**src/rtl/isr_pkg.sv**
```systemverilog
package isr_pkg;

    // Counter slots in report order
    localparam int IDX_INVALID = 0;
    localparam int IDX_ANOMALY = 1;
    localparam int IDX_MATCHED = 2;
    localparam int IDX_PROTECT = 3;
    localparam int IDX_RULE0   = 4;

    localparam logic [7:0] SYNC_BYTE = 8'hA5;

    typedef enum logic [1:0] {
        FR_IDLE   = 2'd0,
        FR_LAUNCH = 2'd1,
        FR_WAIT   = 2'd2
    } fr_state_e;

    typedef enum logic [1:0] {
        PH_SYNC = 2'd0,
        PH_DATA = 2'd1,
        PH_CSUM = 2'd2
    } fr_phase_e;

    // Alert code derived arithmetically from the rule index
    function automatic logic [7:0] alert_code(input logic [31:0] rule);
        logic [31:0] full;
        full = rule * 32'd3 + 32'h40;
        return full[7:0];
    endfunction

endpackage

```
**src/rtl/isr_tally.sv**
```systemverilog
module isr_tally
    import isr_pkg::*;
#(
    parameter int NUM_RULES = 8,
    parameter int CNT_W     = 32,
    localparam int RULE_W   = $clog2(NUM_RULES),
    localparam int NCNT     = IDX_RULE0 + NUM_RULES
) (
    input  logic                         clk,
    input  logic                         rst_n,
    input  logic                         stb,
    input  logic                         frame_ok,
    input  logic                         anomaly,
    input  logic                         hit,
    input  logic [RULE_W-1:0]            rule_id,
    input  logic                         prot,
    output logic [NCNT-1:0][CNT_W-1:0]   cnt_o,
    output logic [7:0]                   alert_o,
    output logic                         alert_vld_o
);

    typedef struct packed {
        logic [NCNT-1:0][CNT_W-1:0] cnt;
        logic [7:0]                 alert;
        logic                       alert_vld;
    } tally_s;

    tally_s            tally_d, tally_q;
    logic [NCNT-1:0]   bump;

    // Which slots this verdict touches
    always_comb begin
        bump              = '0;
        bump[IDX_INVALID] = !frame_ok;
        bump[IDX_ANOMALY] = anomaly;
        bump[IDX_MATCHED] = hit;
        bump[IDX_PROTECT] = prot;
        for (int r = 0; r < NUM_RULES; r++) begin
            bump[IDX_RULE0 + r] = hit && (rule_id == RULE_W'(r));
        end
    end

    always_comb begin
        tally_d           = tally_q;
        tally_d.alert_vld = 1'b0;
        if (stb) begin
            for (int k = 0; k < NCNT; k++) begin
                if (bump[k] && (tally_q.cnt[k] != {CNT_W{1'b1}})) begin
                    tally_d.cnt[k] = tally_q.cnt[k] + CNT_W'(1);
                end
            end
            if (hit) begin
                tally_d.alert     = alert_code(32'(rule_id));
                tally_d.alert_vld = 1'b1;
            end
        end
    end

    always_ff @(posedge clk or negedge rst_n) begin
        if (!rst_n) begin
            tally_q <= '0;
        end else begin
            tally_q <= tally_d;
        end
    end

    assign cnt_o       = tally_q.cnt;
    assign alert_o     = tally_q.alert;
    assign alert_vld_o = tally_q.alert_vld;

endmodule

```
**src/rtl/isr_framer.sv**
```systemverilog
module isr_framer
    import isr_pkg::*;
#(
    parameter int NCNT     = 12,
    parameter int CNT_W    = 32,
    localparam int SNAP_W  = NCNT * CNT_W,
    localparam int NDATA   = SNAP_W / 8,
    localparam int LEFT_W  = $clog2(NDATA + 1)
) (
    input  logic                        clk,
    input  logic                        rst_n,
    input  logic                        req,
    input  logic [NCNT-1:0][CNT_W-1:0]  live_cnt,
    input  logic                        tx_done,
    output logic                        tx_start,
    output logic [7:0]                  tx_byte,
    output logic                        busy
);

    typedef struct packed {
        fr_state_e          state;
        fr_phase_e          phase;
        logic [SNAP_W-1:0]  snap;
        logic [7:0]         csum;
        logic [LEFT_W-1:0]  left;
    } framer_s;

    framer_s            fr_d, fr_q;
    logic [SNAP_W-1:0]  snap_init;
    logic [7:0]         head_byte;

    // Slot 0 lands in the most significant position so it leaves first
    always_comb begin
        snap_init = '0;
        for (int k = 0; k < NCNT; k++) begin
            snap_init[SNAP_W-1-k*CNT_W -: CNT_W] = live_cnt[k];
        end
    end

    assign head_byte = fr_q.snap[SNAP_W-1 -: 8];

    always_comb begin
        fr_d     = fr_q;
        tx_start = 1'b0;
        case (fr_q.phase)
            PH_DATA: tx_byte = head_byte;
            PH_CSUM: tx_byte = fr_q.csum;
            default: tx_byte = SYNC_BYTE;
        endcase

        case (fr_q.state)
            FR_IDLE: begin
                if (req) begin
                    fr_d.snap  = snap_init;
                    fr_d.csum  = '0;
                    fr_d.left  = LEFT_W'(NDATA);
                    fr_d.phase = PH_SYNC;
                    fr_d.state = FR_LAUNCH;
                end
            end
            FR_LAUNCH: begin
                tx_start   = 1'b1;
                fr_d.state = FR_WAIT;
                if (fr_q.phase == PH_DATA) begin
                    fr_d.csum = fr_q.csum ^ head_byte;
                    fr_d.snap = fr_q.snap << 8;
                    fr_d.left = fr_q.left - LEFT_W'(1);
                end
            end
            FR_WAIT: begin
                if (tx_done) begin
                    case (fr_q.phase)
                        PH_SYNC: begin
                            fr_d.phase = PH_DATA;
                            fr_d.state = FR_LAUNCH;
                        end
                        PH_DATA: begin
                            if (fr_q.left == '0) begin
                                fr_d.phase = PH_CSUM;
                            end
                            fr_d.state = FR_LAUNCH;
                        end
                        default: fr_d.state = FR_IDLE;
                    endcase
                end
            end
            default: fr_d.state = FR_IDLE;
        endcase
    end

    always_ff @(posedge clk or negedge rst_n) begin
        if (!rst_n) begin
            fr_q <= '0;
        end else begin
            fr_q <= fr_d;
        end
    end

    assign busy = (fr_q.state != FR_IDLE);

endmodule

```
**src/rtl/isr_uart_tx.sv**
```systemverilog
module isr_uart_tx #(
    parameter int DIV_W = 16
) (
    input  logic             clk,
    input  logic             rst_n,
    input  logic             start,
    input  logic [7:0]       data,
    input  logic [DIV_W-1:0] div,
    output logic             line,
    output logic             done
);

    typedef struct packed {
        logic             active;
        logic [8:0]       shreg;
        logic [3:0]       bitn;
        logic [DIV_W-1:0] tick;
        logic [DIV_W-1:0] div_l;
        logic             line;
        logic             done;
    } uart_s;

    uart_s ut_d, ut_q;

    always_comb begin
        ut_d      = ut_q;
        ut_d.done = 1'b0;
        if (!ut_q.active) begin
            if (start) begin
                ut_d.active = 1'b1;
                ut_d.shreg  = {1'b1, data};
                ut_d.bitn   = 4'd0;
                ut_d.tick   = div;
                ut_d.div_l  = div;
                ut_d.line   = 1'b0;
            end
        end else if (ut_q.tick != '0) begin
            ut_d.tick = ut_q.tick - DIV_W'(1);
        end else if (ut_q.bitn == 4'd9) begin
            ut_d.active = 1'b0;
            ut_d.done   = 1'b1;
            ut_d.line   = 1'b1;
        end else begin
            ut_d.line  = ut_q.shreg[0];
            ut_d.shreg = {1'b1, ut_q.shreg[8:1]};
            ut_d.bitn  = ut_q.bitn + 4'd1;
            ut_d.tick  = ut_q.div_l;
        end
    end

    always_ff @(posedge clk or negedge rst_n) begin
        if (!rst_n) begin
            ut_q      <= '0;
            ut_q.line <= 1'b1;
        end else begin
            ut_q <= ut_d;
        end
    end

    assign line = ut_q.line;
    assign done = ut_q.done;

endmodule

```
**src/rtl/insp_stats_report.sv**
```systemverilog
module insp_stats_report
    import isr_pkg::*;
#(
    parameter int NUM_RULES = 8,
    parameter int CNT_W     = 32,
    parameter int DIV_W     = 16,
    localparam int RULE_W   = $clog2(NUM_RULES),
    localparam int NCNT     = IDX_RULE0 + NUM_RULES
) (
    input  logic              clk,
    input  logic              rst_n,
    input  logic              vd_stb,
    input  logic              vd_frame_ok,
    input  logic              vd_anomaly,
    input  logic              vd_hit,
    input  logic [RULE_W-1:0] vd_rule_id,
    input  logic              vd_protected,
    input  logic              rpt_req,
    input  logic [DIV_W-1:0]  baud_div,
    output logic              tx_line,
    output logic              rpt_busy,
    output logic [7:0]        last_alert,
    output logic              last_alert_vld
);

    logic [NCNT-1:0][CNT_W-1:0] live_cnt;
    logic                       ser_start;
    logic [7:0]                 ser_byte;
    logic                       ser_done;

    isr_tally #(
        .NUM_RULES (NUM_RULES),
        .CNT_W     (CNT_W)
    ) tally_i (
        .clk         (clk),
        .rst_n       (rst_n),
        .stb         (vd_stb),
        .frame_ok    (vd_frame_ok),
        .anomaly     (vd_anomaly),
        .hit         (vd_hit),
        .rule_id     (vd_rule_id),
        .prot        (vd_protected),
        .cnt_o       (live_cnt),
        .alert_o     (last_alert),
        .alert_vld_o (last_alert_vld)
    );

    isr_framer #(
        .NCNT  (NCNT),
        .CNT_W (CNT_W)
    ) framer_i (
        .clk      (clk),
        .rst_n    (rst_n),
        .req      (rpt_req),
        .live_cnt (live_cnt),
        .tx_done  (ser_done),
        .tx_start (ser_start),
        .tx_byte  (ser_byte),
        .busy     (rpt_busy)
    );

    isr_uart_tx #(
        .DIV_W (DIV_W)
    ) uart_i (
        .clk   (clk),
        .rst_n (rst_n),
        .start (ser_start),
        .data  (ser_byte),
        .div   (baud_div),
        .line  (tx_line),
        .done  (ser_done)
    );

endmodule

```
**config.mk**
```make
export PLATFORM = sky130hd
export DESIGN_NAME = insp_stats_report
export DESIGN_NICKNAME = d
export VERILOG_FILES = /design/src/rtl/isr_pkg.sv /design/src/rtl/isr_tally.sv /design/src/rtl/isr_framer.sv /design/src/rtl/isr_uart_tx.sv /design/src/rtl/insp_stats_report.sv
export SDC_FILE = /design/constraint.sdc
export NUM_CORES = 2
export LEC_CHECK = 0
export ABC_AREA = 0
export CORE_MARGIN = 8
export CORE_UTILIZATION = 39
export CTS_BUF_LIST = sky130_fd_sc_hd__clkbuf_16
export DETAILED_ROUTE_END_ITERATION = 6
export SKIP_CTS_REPAIR_TIMING = 1
export SLEW_MARGIN = 10
export SYNTH_ARGS = -nofsm -noshare
export SYNTH_HDL_FRONTEND = slang
export SYNTH_SLANG_ARGS = --single-unit
```
**constraint.sdc**
```tcl
create_clock -name clk -period 3.8 [get_ports clk]
set_input_delay 1.14 -clock clk [delete_from_list [all_inputs] [get_ports clk]]
set_output_delay 1.14 -clock clk [all_outputs]
set_load 0.01 [all_outputs]
```
==> impl_metrics.json <==
{
  "status": "finished, final reports clean",
  "numCtsBuffers": 93,
  "placed_area_mm2": 0.0413,
  "skew_ns": 0.0255,
  "ys_ff_latch": 841,
  "cp_slowest_cell": "clkdlybuf4s50_1",
  "wirelength_um": 90200,
  "cts_htree_levels": 3,
  "grt_max_degree": 166,
  "slew_headroom_pct": 35.3,
  "endpoint_kind": "output port",
  "routedWlPerCell_um": 16.1,
  "min_path_type": "in2async",
  "cpLargestDelayFamily": "buffers and inverters",
  "fin_crit_sh_pct": 81.5,
  "ys_types": 69,
  "multiInputGateArea_mm2": 0.0170,
  "max_freq_mhz": 323,
  "finalInstanceArea_mm2": 0.0442,
  "syn-cell-area_mm2": 0.0391,
  "drt_iter0_drc": 1968,
  "required_ns": 2.66,
  "die_x_um": 332,
  "postSynthAreaPerCell_um2": 9.28,
  "clockBufferDepth": 3,
  "fin_nets": 4269,
  "antenna_found_initial": 2,
  "syn2layout_area_growth_pct": 13.3,
  "tritoncts": "built",
  "clk_latency_ns": 0.66,
  "via_per_inst": 5.34,
  "gp_congestion": 0.807,
  "drc_errors": 0,
  "ys_async_sr_fraction_pct": 100,
  "vias": 29814,
  "crit_arrival_ns": 1.96,
  "dp_hpwl_um": 60300,
  "postSynthCellCount": 4207,
  "io-pin-count": 38,
  "slew_viol_final": 0,
  "n_fill_cell": 9624,
  "max_stage_delay_ns": 0.51,
  "ir_worst_vdd_mv": 0.341,
  "rows": 116,
  "start_kind": "register",
  "dieArea_mm2": 0.111,
  "placeableCoreArea_mm2": 0.0997,
  "postRouteAntennaNets": 0,
  "layout_commonest_cell": "nand2_1",
  "worstSetupPathType": "reg2out",
  "rsz0062_at_grt": "false",
  "port_buffers": 35,
  "cts_sinks": 841,
  "worst-slew-pin-transition_ns": 0.970,
  "path_buf_inv": 1,
  "path_cells": "or2_2 -> clkdlybuf4s50_1",
  "dr.pass1.iters": 5,
  "p_per_area_mw_per_mm2": 453,
  "mostFrequentLayoutCells": "937 x nand2_1, 840 x dfrtp_1, 515 x nor2_1",
  "yosysWarnings": 0,
  "regArea_mm2": 0.0210,
  "tns_ns": 0,
  "ys_seq_area_share_pct": 53.9,
  "chipHeight_um": 332,
  "drive_gt1_share_pct": 6.28,
  "drv_cap": 0,
  "start_util_pct": 39.2,
  "track_usage_pct": 16.2,
  "grt_overflow": 0,
  "cts-root-buf": "clkbuf_16",
  "grt_pass1_wl_um": 154000,
  "clk_pin_slew_ns": 0.06,
  "synth-edff-count": 0,
  "grt_pass1_vias": 29465,
  "crit_path_max_fanout": 9,
  "synthFlopType": "dfrtp_1",
  "fin_crit_ns": 3.10,
  "finalSetupViolCount": 0,
  "p_leak_uw": 0.0182,
  "hold_viol": 0
}
-- state kept, by name, indices dropped and copies added, names as in the netlist --
register,cells
framer_i.fr_q,402
tally_i.alert_o,6
tally_i.alert_vld_o,1
tally_i.cnt_o,384
uart_i.done,1
uart_i.line,1
uart_i.ut_q,46
-- path summary, 6_finish.rpt --
kind / startpoint / to / slack, ns / depth (start not counted)
worst min register to register: tally_i.alert_o[4] / tally_i.alert_o[4] / 0.47 / 2
worst max register to register: uart_i.ut_q[25] / uart_i.ut_q[18] / 0.95 / 6
min in group clk: tally_i.alert_o[4] / tally_i.alert_o[4] / 0.47 / 2
worst min-delay path: rst_n / uart_i.ut_q[10] / 0.46 / 1
max in group asynchronous: rst_n / framer_i.fr_q[342] / 2.33 / 3
worst max-delay path: framer_i.fr_q[401] / rpt_busy / 0.70 / 2
-- cells in the mapped netlist (43+ instances only) --
cell | n | area share [%]
xor2_1 | 131 | 2.9
and3_1 | 78 | 1.2
nand4_1 | 163 | 2.6
inv_1 | 43 | 0.41
clkbuf_1 | 212 | 2.0
nor2_1 | 515 | 4.9
dfrtp_1 | 840 | 54
nor3_1 | 79 | 1.0
xnor2_1 | 245 | 5.5
nand3_1 | 180 | 2.3
a31oi_1 | 386 | 6.2
nand2_1 | 937 | 9.0
-- cell type report --
class	count	area share (%)
diodes	1	0.00566
clock buffers	94	5.32
clock inverters	73	1.27
inverters	45	0.382
multi-input cells	3086	38.3
flip-flops and latches	841	47.6
well taps	1298	3.67
repair buffers	146	3.45
-- power by group --
group / switching, µW / internal, µW / total (µW) / leakage (µW)
logic: 701 / 607 / 1310 / 0.00616
clock network: 3710 / 4960 / 8670 / 0.00152
registers: 572 / 9500 / 10100 / 0.0106
-- worst reg2reg max path, cell delays in order, from the launching register on --
cell,delay [ns]
dfrtp_1,0.45
or4_1,0.69
or4b_4,0.62
o32ai_4,0.49
inv_2,0.22
o21ai_0,0.13
a2bb2oi_1,0.17
-- cell families (layout without fill, tap and decap cells) --
kind of cell / after synthesis / count (layout) / synth area share, %
other: 1 / 3 / 0.00960
buffers and inverters: 281 / 358 / 2.77
AOI/OAI and AO/OA: 521 / 521 / 8.81
and+or+nand+nor: 2138 / 2138 / 24.6
DFF: 841 / 841 / 53.9
xor gates and xnor gates: 376 / 376 / 8.43
muxes: 20 / 20 / 0.567
adders and majority gates: 29 / 29 / 0.929
-- metrics by stage --
stage	util, %	hold slack, ns	instances	total power [µW]	worst slack, ns
6_report	44.4	0.456	5584	20000	0.704
5_1_grt	44.4	0.461	5583	21000	0.562
4_1_cts	44.4	0.438	5583	20300	0.645
3_5_place_dp	41.4	0.460	5416	11600	0.0856
3_3_place_gp	41.4	0.456	5416	11500	0.0852
2_1_floorplan	-	0.436	4208	10900	0.724
-- layer usage --
layer,part of all wire [%],global-route usage (%),wire [µm]
met5,0.014,0,13
met4,2.4,4.56,2200
met3,3.6,2.47,3250
met2,46,25.9,41400
met1,48,22.8,43300
Note: power is estimated with default switching activity, not from simulation.
